## config.mk

```make
export PLATFORM = sky130hd
export DESIGN_NAME = twomin_aggregator
export DESIGN_NICKNAME = d
export VERILOG_FILES = /design/src/rtl/agg_pkg.sv /design/src/rtl/agg_residue_ctr.sv /design/src/rtl/agg_sign_acc.sv /design/src/rtl/agg_min_track.sv /design/src/rtl/twomin_aggregator.sv
export SDC_FILE = /design/constraint.sdc
export NUM_CORES = 1
export LEC_CHECK = 0
export CAP_MARGIN = 10
export CORE_MARGIN = 4
export CORE_UTILIZATION = 41
export CTS_BUF_LIST = sky130_fd_sc_hd__clkbuf_16
export CTS_CLUSTER_DIAMETER = 30
export DETAILED_ROUTE_END_ITERATION = 7
export SKIP_LAST_GASP = 1
export SLEW_MARGIN = 20
export SYNTH_ARGS = -nofsm -noshare
export SYNTH_HDL_FRONTEND = slang
export SYNTH_SLANG_ARGS = --single-unit
```

## constraint.sdc

```tcl
create_clock -name clk -period 5.1 [get_ports clk]
set_input_delay 0.51 -clock clk [delete_from_list [all_inputs] [get_ports clk]]
set_output_delay 0.51 -clock clk [all_outputs]
set_load 0.005 [all_outputs]
```

## src/rtl/agg_pkg.sv

```systemverilog
package agg_pkg;
    typedef enum logic [1:0] {
        ST_IDLE,
        ST_RUN,
        ST_DONE
    } agg_state_t;
endpackage

```

## src/rtl/agg_residue_ctr.sv

```systemverilog
module agg_residue_ctr #(
    parameter int NUM_RES = 7,
    parameter int RES_W   = $clog2(NUM_RES)
) (
    input  logic             clk,
    input  logic             rst_n,
    input  logic             fresh,
    input  logic             step,
    output logic [RES_W-1:0] res
);
    logic [RES_W-1:0] cnt_q;

    assign res = fresh ? '0 : cnt_q;

    always_ff @(posedge clk or negedge rst_n) begin
        if (!rst_n)
            cnt_q <= '0;
        else if (step)
            cnt_q <= (res == RES_W'(NUM_RES - 1)) ? '0 : res + 1'b1;
    end

    // the stored position class never leaves 0..NUM_RES-1
    assert_res_range_R1: assert property (@(posedge clk) disable iff (!rst_n)
        int'(cnt_q) < NUM_RES);
endmodule

```

## src/rtl/agg_sign_acc.sv

```systemverilog
module agg_sign_acc #(
    parameter int NUM_RES = 7,
    parameter int RES_W   = $clog2(NUM_RES)
) (
    input  logic               clk,
    input  logic               rst_n,
    input  logic               fresh,
    input  logic               step,
    input  logic [RES_W-1:0]   res,
    input  logic               in_sign,
    output logic [NUM_RES-1:0] sign_nx
);
    logic [NUM_RES-1:0] sign_q;

    for (genvar g = 0; g < NUM_RES; g++) begin : g_sign
        assign sign_nx[g] = (fresh ? 1'b0 : sign_q[g])
                          ^ (step && (res == RES_W'(g)) && in_sign);
    end

    always_ff @(posedge clk or negedge rst_n) begin
        if (!rst_n)
            sign_q <= '0;
        else if (step)
            sign_q <= sign_nx;
    end

    // a mid-run input may flip at most the sign of its own class
    assert_one_sign_flip_R2: assert property (@(posedge clk) disable iff (!rst_n)
        (step && !fresh) |=> ($countones(sign_q ^ $past(sign_q)) <= 1));
endmodule

```

## src/rtl/agg_min_track.sv

```systemverilog
module agg_min_track #(
    parameter int MAG_W = 7,
    parameter int RES_W = 3
) (
    input  logic             clk,
    input  logic             rst_n,
    input  logic             fresh,
    input  logic             step,
    input  logic [RES_W-1:0] res,
    input  logic [MAG_W-1:0] in_mag,
    output logic [MAG_W:0]   min1_nx,
    output logic [RES_W-1:0] ind1_nx,
    output logic [MAG_W:0]   min2_nx,
    output logic [RES_W-1:0] ind2_nx
);
    localparam int KEY_W = MAG_W + 1;
    localparam logic [KEY_W-1:0] INF_KEY = {1'b1, {MAG_W{1'b0}}};

    logic [KEY_W-1:0] min1_q, min2_q, b_min1, b_min2, key;
    logic [RES_W-1:0] ind1_q, ind2_q, b_ind1, b_ind2;

    assign key    = {1'b0, in_mag};
    assign b_min1 = fresh ? INF_KEY : min1_q;
    assign b_min2 = fresh ? INF_KEY : min2_q;
    assign b_ind1 = fresh ? '0 : ind1_q;
    assign b_ind2 = fresh ? RES_W'(1) : ind2_q;

    always_comb begin
        min1_nx = b_min1;
        ind1_nx = b_ind1;
        min2_nx = b_min2;
        ind2_nx = b_ind2;
        if (step) begin
            if (key < b_min1) begin
                min2_nx = b_min1;
                ind2_nx = b_ind1;
                min1_nx = key;
                ind1_nx = res;
            end else if (key < b_min2) begin
                min2_nx = key;
                ind2_nx = res;
            end
        end
    end

    always_ff @(posedge clk or negedge rst_n) begin
        if (!rst_n) begin
            min1_q <= INF_KEY;
            min2_q <= INF_KEY;
            ind1_q <= '0;
            ind2_q <= RES_W'(1);
        end else if (step) begin
            min1_q <= min1_nx;
            min2_q <= min2_nx;
            ind1_q <= ind1_nx;
            ind2_q <= ind2_nx;
        end
    end

    // the rank order of the two kept magnitudes never inverts
    assert_min_order_R3: assert property (@(posedge clk) disable iff (!rst_n)
        min1_q <= min2_q);
    // after any accepted input the smallest kept value is finite
    assert_min1_finite_R3: assert property (@(posedge clk) disable iff (!rst_n)
        step |=> !min1_q[MAG_W]);
endmodule

```

## src/rtl/twomin_aggregator.sv

```systemverilog
module twomin_aggregator #(
    parameter int NUM_RES = 7,
    parameter int MAG_W   = 7,
    parameter int RES_W   = $clog2(NUM_RES)
) (
    input  logic                     clk,
    input  logic                     rst_n,
    input  logic                     in_valid,
    input  logic                     in_last,
    input  logic                     in_sign,
    input  logic [MAG_W-1:0]         in_mag,
    output logic                     out_done,
    output logic [NUM_RES-1:0]       out_sign,
    output logic [NUM_RES-1:0]       out_inf,
    output logic [NUM_RES*MAG_W-1:0] out_mag
);
    import agg_pkg::*;

    agg_state_t state_q, state_nx;
    logic fresh, step, close;
    logic [RES_W-1:0]   res;
    logic [NUM_RES-1:0] sign_nx;
    logic [MAG_W:0]     min1_nx, min2_nx;
    logic [RES_W-1:0]   ind1_nx, ind2_nx;
    logic [NUM_RES-1:0]       agg_inf;
    logic [NUM_RES*MAG_W-1:0] agg_mag;

    assign fresh = (state_q != ST_RUN);
    assign step  = in_valid && (state_q != ST_DONE);
    assign close = step && in_last;

    agg_residue_ctr #(.NUM_RES(NUM_RES), .RES_W(RES_W)) u_ctr (
        .clk(clk), .rst_n(rst_n), .fresh(fresh), .step(step), .res(res)
    );

    agg_sign_acc #(.NUM_RES(NUM_RES), .RES_W(RES_W)) u_sign (
        .clk(clk), .rst_n(rst_n), .fresh(fresh), .step(step), .res(res),
        .in_sign(in_sign), .sign_nx(sign_nx)
    );

    agg_min_track #(.MAG_W(MAG_W), .RES_W(RES_W)) u_min (
        .clk(clk), .rst_n(rst_n), .fresh(fresh), .step(step), .res(res),
        .in_mag(in_mag), .min1_nx(min1_nx), .ind1_nx(ind1_nx),
        .min2_nx(min2_nx), .ind2_nx(ind2_nx)
    );

    always_comb begin
        state_nx = state_q;
        unique case (state_q)
            ST_IDLE: if (step) state_nx = in_last ? ST_DONE : ST_RUN;
            ST_RUN:  if (close) state_nx = ST_DONE;
            ST_DONE: state_nx = ST_IDLE;
            default: state_nx = ST_IDLE;
        endcase
    end

    always_ff @(posedge clk or negedge rst_n) begin
        if (!rst_n) state_q <= ST_IDLE;
        else        state_q <= state_nx;
    end

    always_comb begin
        agg_inf = '1;
        agg_mag = '0;
        for (int r = 0; r < NUM_RES; r++) begin
            if (ind1_nx == RES_W'(r)) begin
                agg_inf[r] = min1_nx[MAG_W];
                agg_mag[r*MAG_W +: MAG_W] = min1_nx[MAG_W-1:0];
            end else if (ind2_nx == RES_W'(r)) begin
                agg_inf[r] = min2_nx[MAG_W];
                agg_mag[r*MAG_W +: MAG_W] = min2_nx[MAG_W-1:0];
            end
        end
    end

    always_ff @(posedge clk or negedge rst_n) begin
        if (!rst_n) begin
            out_done <= 1'b0;
            out_sign <= '0;
            out_inf  <= '1;
            out_mag  <= '0;
        end else begin
            out_done <= close;
            if (close) begin
                out_sign <= sign_nx;
                out_inf  <= agg_inf;
                out_mag  <= agg_mag;
            end
        end
    end

    // the result flag follows the closing input by one edge
    assert_done_follows_last_R7: assert property (@(posedge clk) disable iff (!rst_n)
        close |=> out_done);
    // the result flag is a single-cycle pulse
    assert_done_pulse_R7: assert property (@(posedge clk) disable iff (!rst_n)
        out_done |=> !out_done);
    // one or two residues stay finite in a published result
    assert_finite_count_R4: assert property (@(posedge clk) disable iff (!rst_n)
        out_done |-> ($countones(~out_inf) >= 1 && $countones(~out_inf) <= 2));
    // whatever arrives in the done cycle leaves the published values alone
    assert_ignore_in_done_R8: assert property (@(posedge clk) disable iff (!rst_n)
        out_done |=> ($stable(out_mag) && $stable(out_inf) && $stable(out_sign)));
endmodule

```

==> qor.yml <==
maxCapViolations: 0
synth_compound_area_share_pct: 22.7
root_buffer: "clkbuf_16"
relSlewSlack_pct: 36.0
ir_worst_vdd_mv: 0.158
fin_crit_ns: 4.14
cts.repair.resized: 0
drive_above_1_share_pct: 13.0
pin_count: 76
critPathMaxStageDelay_ns: 0.55
yosys.area_share.simple_pct: 22.1
rows: 41
r2r.worst_path.cells: 12
viasPerCell: 5.96
fin_nets: 637
crit_path_end: "out_mag[19]"
cts_sinks: 98
dieHeight_um: 123
rsz0062_at_grt: "no"
timing.rr.start: "state_q[1]"
wire_per_inst_um: 20.4
r2r_setup_slack_ns: 0.96
grt_max_degree: 67
fmax_mhz: 241
r2r-end: "out_mag[19]"
setup_tns_ns: 0
final-hold-violation-count: 0
diodes: 0
cp_common_cell: "buf_4"
cts_hold_buf: 0
start_util_pct: 42.5
synth_xor_xnor_area_share_pct: 0.803
synth_fp_nets: 575
grt_pass1_vias: 4370
synth_top_family_by_area: "compound AO/OA/AOI/OAI gates"
clockBufferDepth: 2
path_cells: "nor2b_2, buf_4, buf_4, nand2_1, ha_1, a21oi_1, a211oi_1, nor3_1, nor4_2, o21ai_4, nor4b_4, a221o_1"
vias: 4706
ys.flop_type: "dfrtp_1"
cp_slowest_cell: "nor4_2"
p_sw_share_pct: 32.3
synth.avg_cell_area_um2: 9.91
power_frac_comb_pct: 24.0
cellLeakagePower_nw: 2.72
ant_nets: 0
cts_tree: "done"
dieWidth_um: 123
yosysSeqAreaShare_pct: 45.2
yosys.area_share.adder_pct: 2.98
clk_latency_ns: 0.36
gp_congestion: 0.874
critical_path_peak_fanout: 31
p_clk_share_pct: 32.3
worst_slew_pin_slew_ns: 0.953
dr.pass1.iters: 5
grt_usage_pct: 21.8
dieArea_um2: 15200
clk_pin_slew_ns: 0.07
core_area_um2: 12800
status: "complete, no violations"
synth_edf_count: 0
yosysWarningCount: 0
required_ns: 5.40
post-dp-hpwl_mm: 11.3
p_switching_uw: 694
end_kind: "flop"
path_class: "reg -> reg"
dr.first_iter.drc_count: 510
fin_util_pct: 51.7
cts_setup_buffers: 0
netlist_area_um2: 5450
cp-startpoint: "state_q[1]"
synth_cell_type_count: 73
antenna_found_initial: 0
period_share_pct: 81.2
grt_pass1_wl_mm: 25.2
portBuffers: 75
worstHoldPathType: "in -> async"
synthArstFlopShare_pct: 100
power_frac_seq_pct: 43.7
hold_ws_ns: 0.258
setup_viol: 0
cts_buffers: 9
p_per_area_nw_per_um2: 324
drc: 0
p_int_mw: 1.46
ctsHtreeMaxLevel: 3
netlist_instances: 550
wirelength_mm: 16.1
slew_violations: 0
arrival_ns: 4.44
synthMuxAreaShare_pct: 3.37
fin_skew_ns: 0.00937
startpoint_type: "flop"
ys_ff_latch: 98
grt-ovfl-total: 0
area_growth_syn_to_layout_pct: 21.6
critical path: cells and delay by family (launching register included):
| kind | cells | cell delay, ns |
|---|---|---|
| flip-flops | 1 | 0.46 |
| buffers and inverters | 2 | 0.59 |
| AND/OR/NAND/NOR | 5 | 1.67 |
| AO/OA/AOI/OAI | 4 | 1.02 |
| adder cells (fa/ha/maj) | 1 | 0.32 |
cell type report:
type / count / area, um^2
Clock buffer: 9 / 225
Clock inverter: 7 / 70.1
Fill cell: 1174 / 6200
Inverter: 4 / 15.0
Multi-Input combinational cell: 417 / 2840
Sequential cell: 98 / 2460
Tap cell: 172 / 215
Timing Repair Buffer: 82 / 801
power by group through the flow:
| stage | logic (mW) | clock network [mW] | registers [mW] |
|---|---|---|---|
| after floorplan | 0.322 | 0 | 0.928 |
| after global placement | 0.506 | 0 | 0.949 |
| after detailed placement | 0.515 | 0 | 0.952 |
| after CTS | 0.516 | 0.708 | 0.938 |
| after global routing | 0.568 | 0.741 | 0.951 |
| final | 0.516 | 0.694 | 0.939 |
routing by layer:
| metal | track usage, % | routed length (um) | vias up |
|---|---|---|---|
| met5 | 0 | 0 | - |
| met4 | 5.26 | 170 | 0 |
| met3 | 4.62 | 841 | 14 |
| met2 | 33.5 | 7520 | 150 |
| met1 | 31.4 | 7540 | 2365 |
| li1 | - | - | 2177 |
flip-flops by register name, indices dropped and copies added, names as in the netlist:
| name | cells |
|---|---|
| out_done | 1 |
| out_inf | 7 |
| out_mag | 49 |
| out_sign | 7 |
| state_q | 2 |
| u_ctr.cnt_q | 3 |
| u_min.ind1_q | 3 |
| u_min.ind2_q | 3 |
| u_min.min1_q | 8 |
| u_min.min2_q | 8 |
| u_sign.sign_q | 7 |
synthesized netlist by cell type (3+ instances only):
master / count / share of area [%]
ha_1: 13 / 3.0
o31ai_1: 8 / 1.1
mux2i_1: 4 / 0.73
o21ai_1: 7 / 0.64
o21ai_0: 21 / 1.9
a21oi_1: 11 / 1.0
inv_1: 3 / 0.21
nand2_1: 96 / 6.6
clkbuf_1: 21 / 1.4
a31oi_1: 7 / 0.80
buf_1: 3 / 0.21
dfrtp_1: 88 / 40
nor2b_1: 8 / 0.92
o21a_1: 3 / 0.41
nand3_1: 16 / 1.5
nor3_1: 21 / 1.9
buf_2: 5 / 0.46
nand2b_1: 3 / 0.34
a22oi_1: 13 / 1.8
or2_2: 3 / 0.34
xnor2_1: 3 / 0.48
a221o_1: 43 / 7.9
nor2_1: 55 / 3.8
and3_1: 3 / 0.34
a221oi_1: 4 / 0.64
nor4_4: 5 / 2.0
dfstp_2: 10 / 4.8
and2_1: 4 / 0.46
a21o_1: 11 / 1.5
mux2_2: 7 / 1.4
cell usage in the layout (no fill, tap or decap), types with 3 or more instances in the layout:
| cell | Yosys | layout |
|---|---|---|
| nand2_1 | 96 | 95 |
| dfrtp_1 | 88 | 88 |
| clkdlybuf4s50_1 | 0 | 74 |
| nor2_1 | 55 | 55 |
| a221o_1 | 43 | 43 |
| nor3_1 | 21 | 21 |
| o21ai_0 | 21 | 20 |
| nand3_1 | 16 | 16 |
| a22oi_1 | 13 | 13 |
| ha_1 | 13 | 13 |
| a21o_1 | 11 | 11 |
| a21oi_1 | 11 | 11 |
| dfstp_2 | 10 | 10 |
| clkbuf_16 | 0 | 9 |
| nor2b_1 | 8 | 8 |
| o21ai_1 | 7 | 8 |
| o31ai_1 | 8 | 8 |
| buf_4 | 0 | 8 |
| a31oi_1 | 7 | 7 |
| mux2_2 | 7 | 7 |
| nor4_4 | 5 | 5 |
| and2_1 | 4 | 4 |
| mux2i_1 | 4 | 4 |
| a221oi_1 | 4 | 4 |
| inv_1 | 3 | 3 |
| o21a_1 | 3 | 3 |
| and3_1 | 3 | 3 |
| nand2b_1 | 3 | 3 |
| or2_2 | 3 | 3 |
| xnor2_1 | 3 | 3 |
| clkinv_2 | 0 | 3 |
cell families after synthesis:
logic type      after synthesis
simple gates                234
compound gates              150
flops                        98
buf+inv                      35
mux                          15
fa+ha+maj                    13
xor+xnor                      5
worst min-delay path by stage:
stage	from	to
floorplan	rst_n	out_done
global placement	out_sign[4]	out_sign[4]
detailed placement	out_sign[4]	out_sign[4]
CTS	rst_n	u_min.ind1_q[1]
global route	rst_n	out_mag[7]
finish	rst_n	out_mag[7]
through the flow:
step / setup slack, ns / total power [mW] / instance area, um^2 / instances
after floorplan: 0.428 / 1.25 / 5450 / 550
after global placement: 0.964 / 1.46 / 6330 / 773
after detailed placement: 0.881 / 1.47 / 6330 / 773
after CTS: 1.02 / 2.16 / 6630 / 789
after global routing: 0.697 / 2.26 / 6630 / 789
final: 0.957 / 2.15 / 6630 / 789
Note: power is estimated with default switching activity, not from simulation.
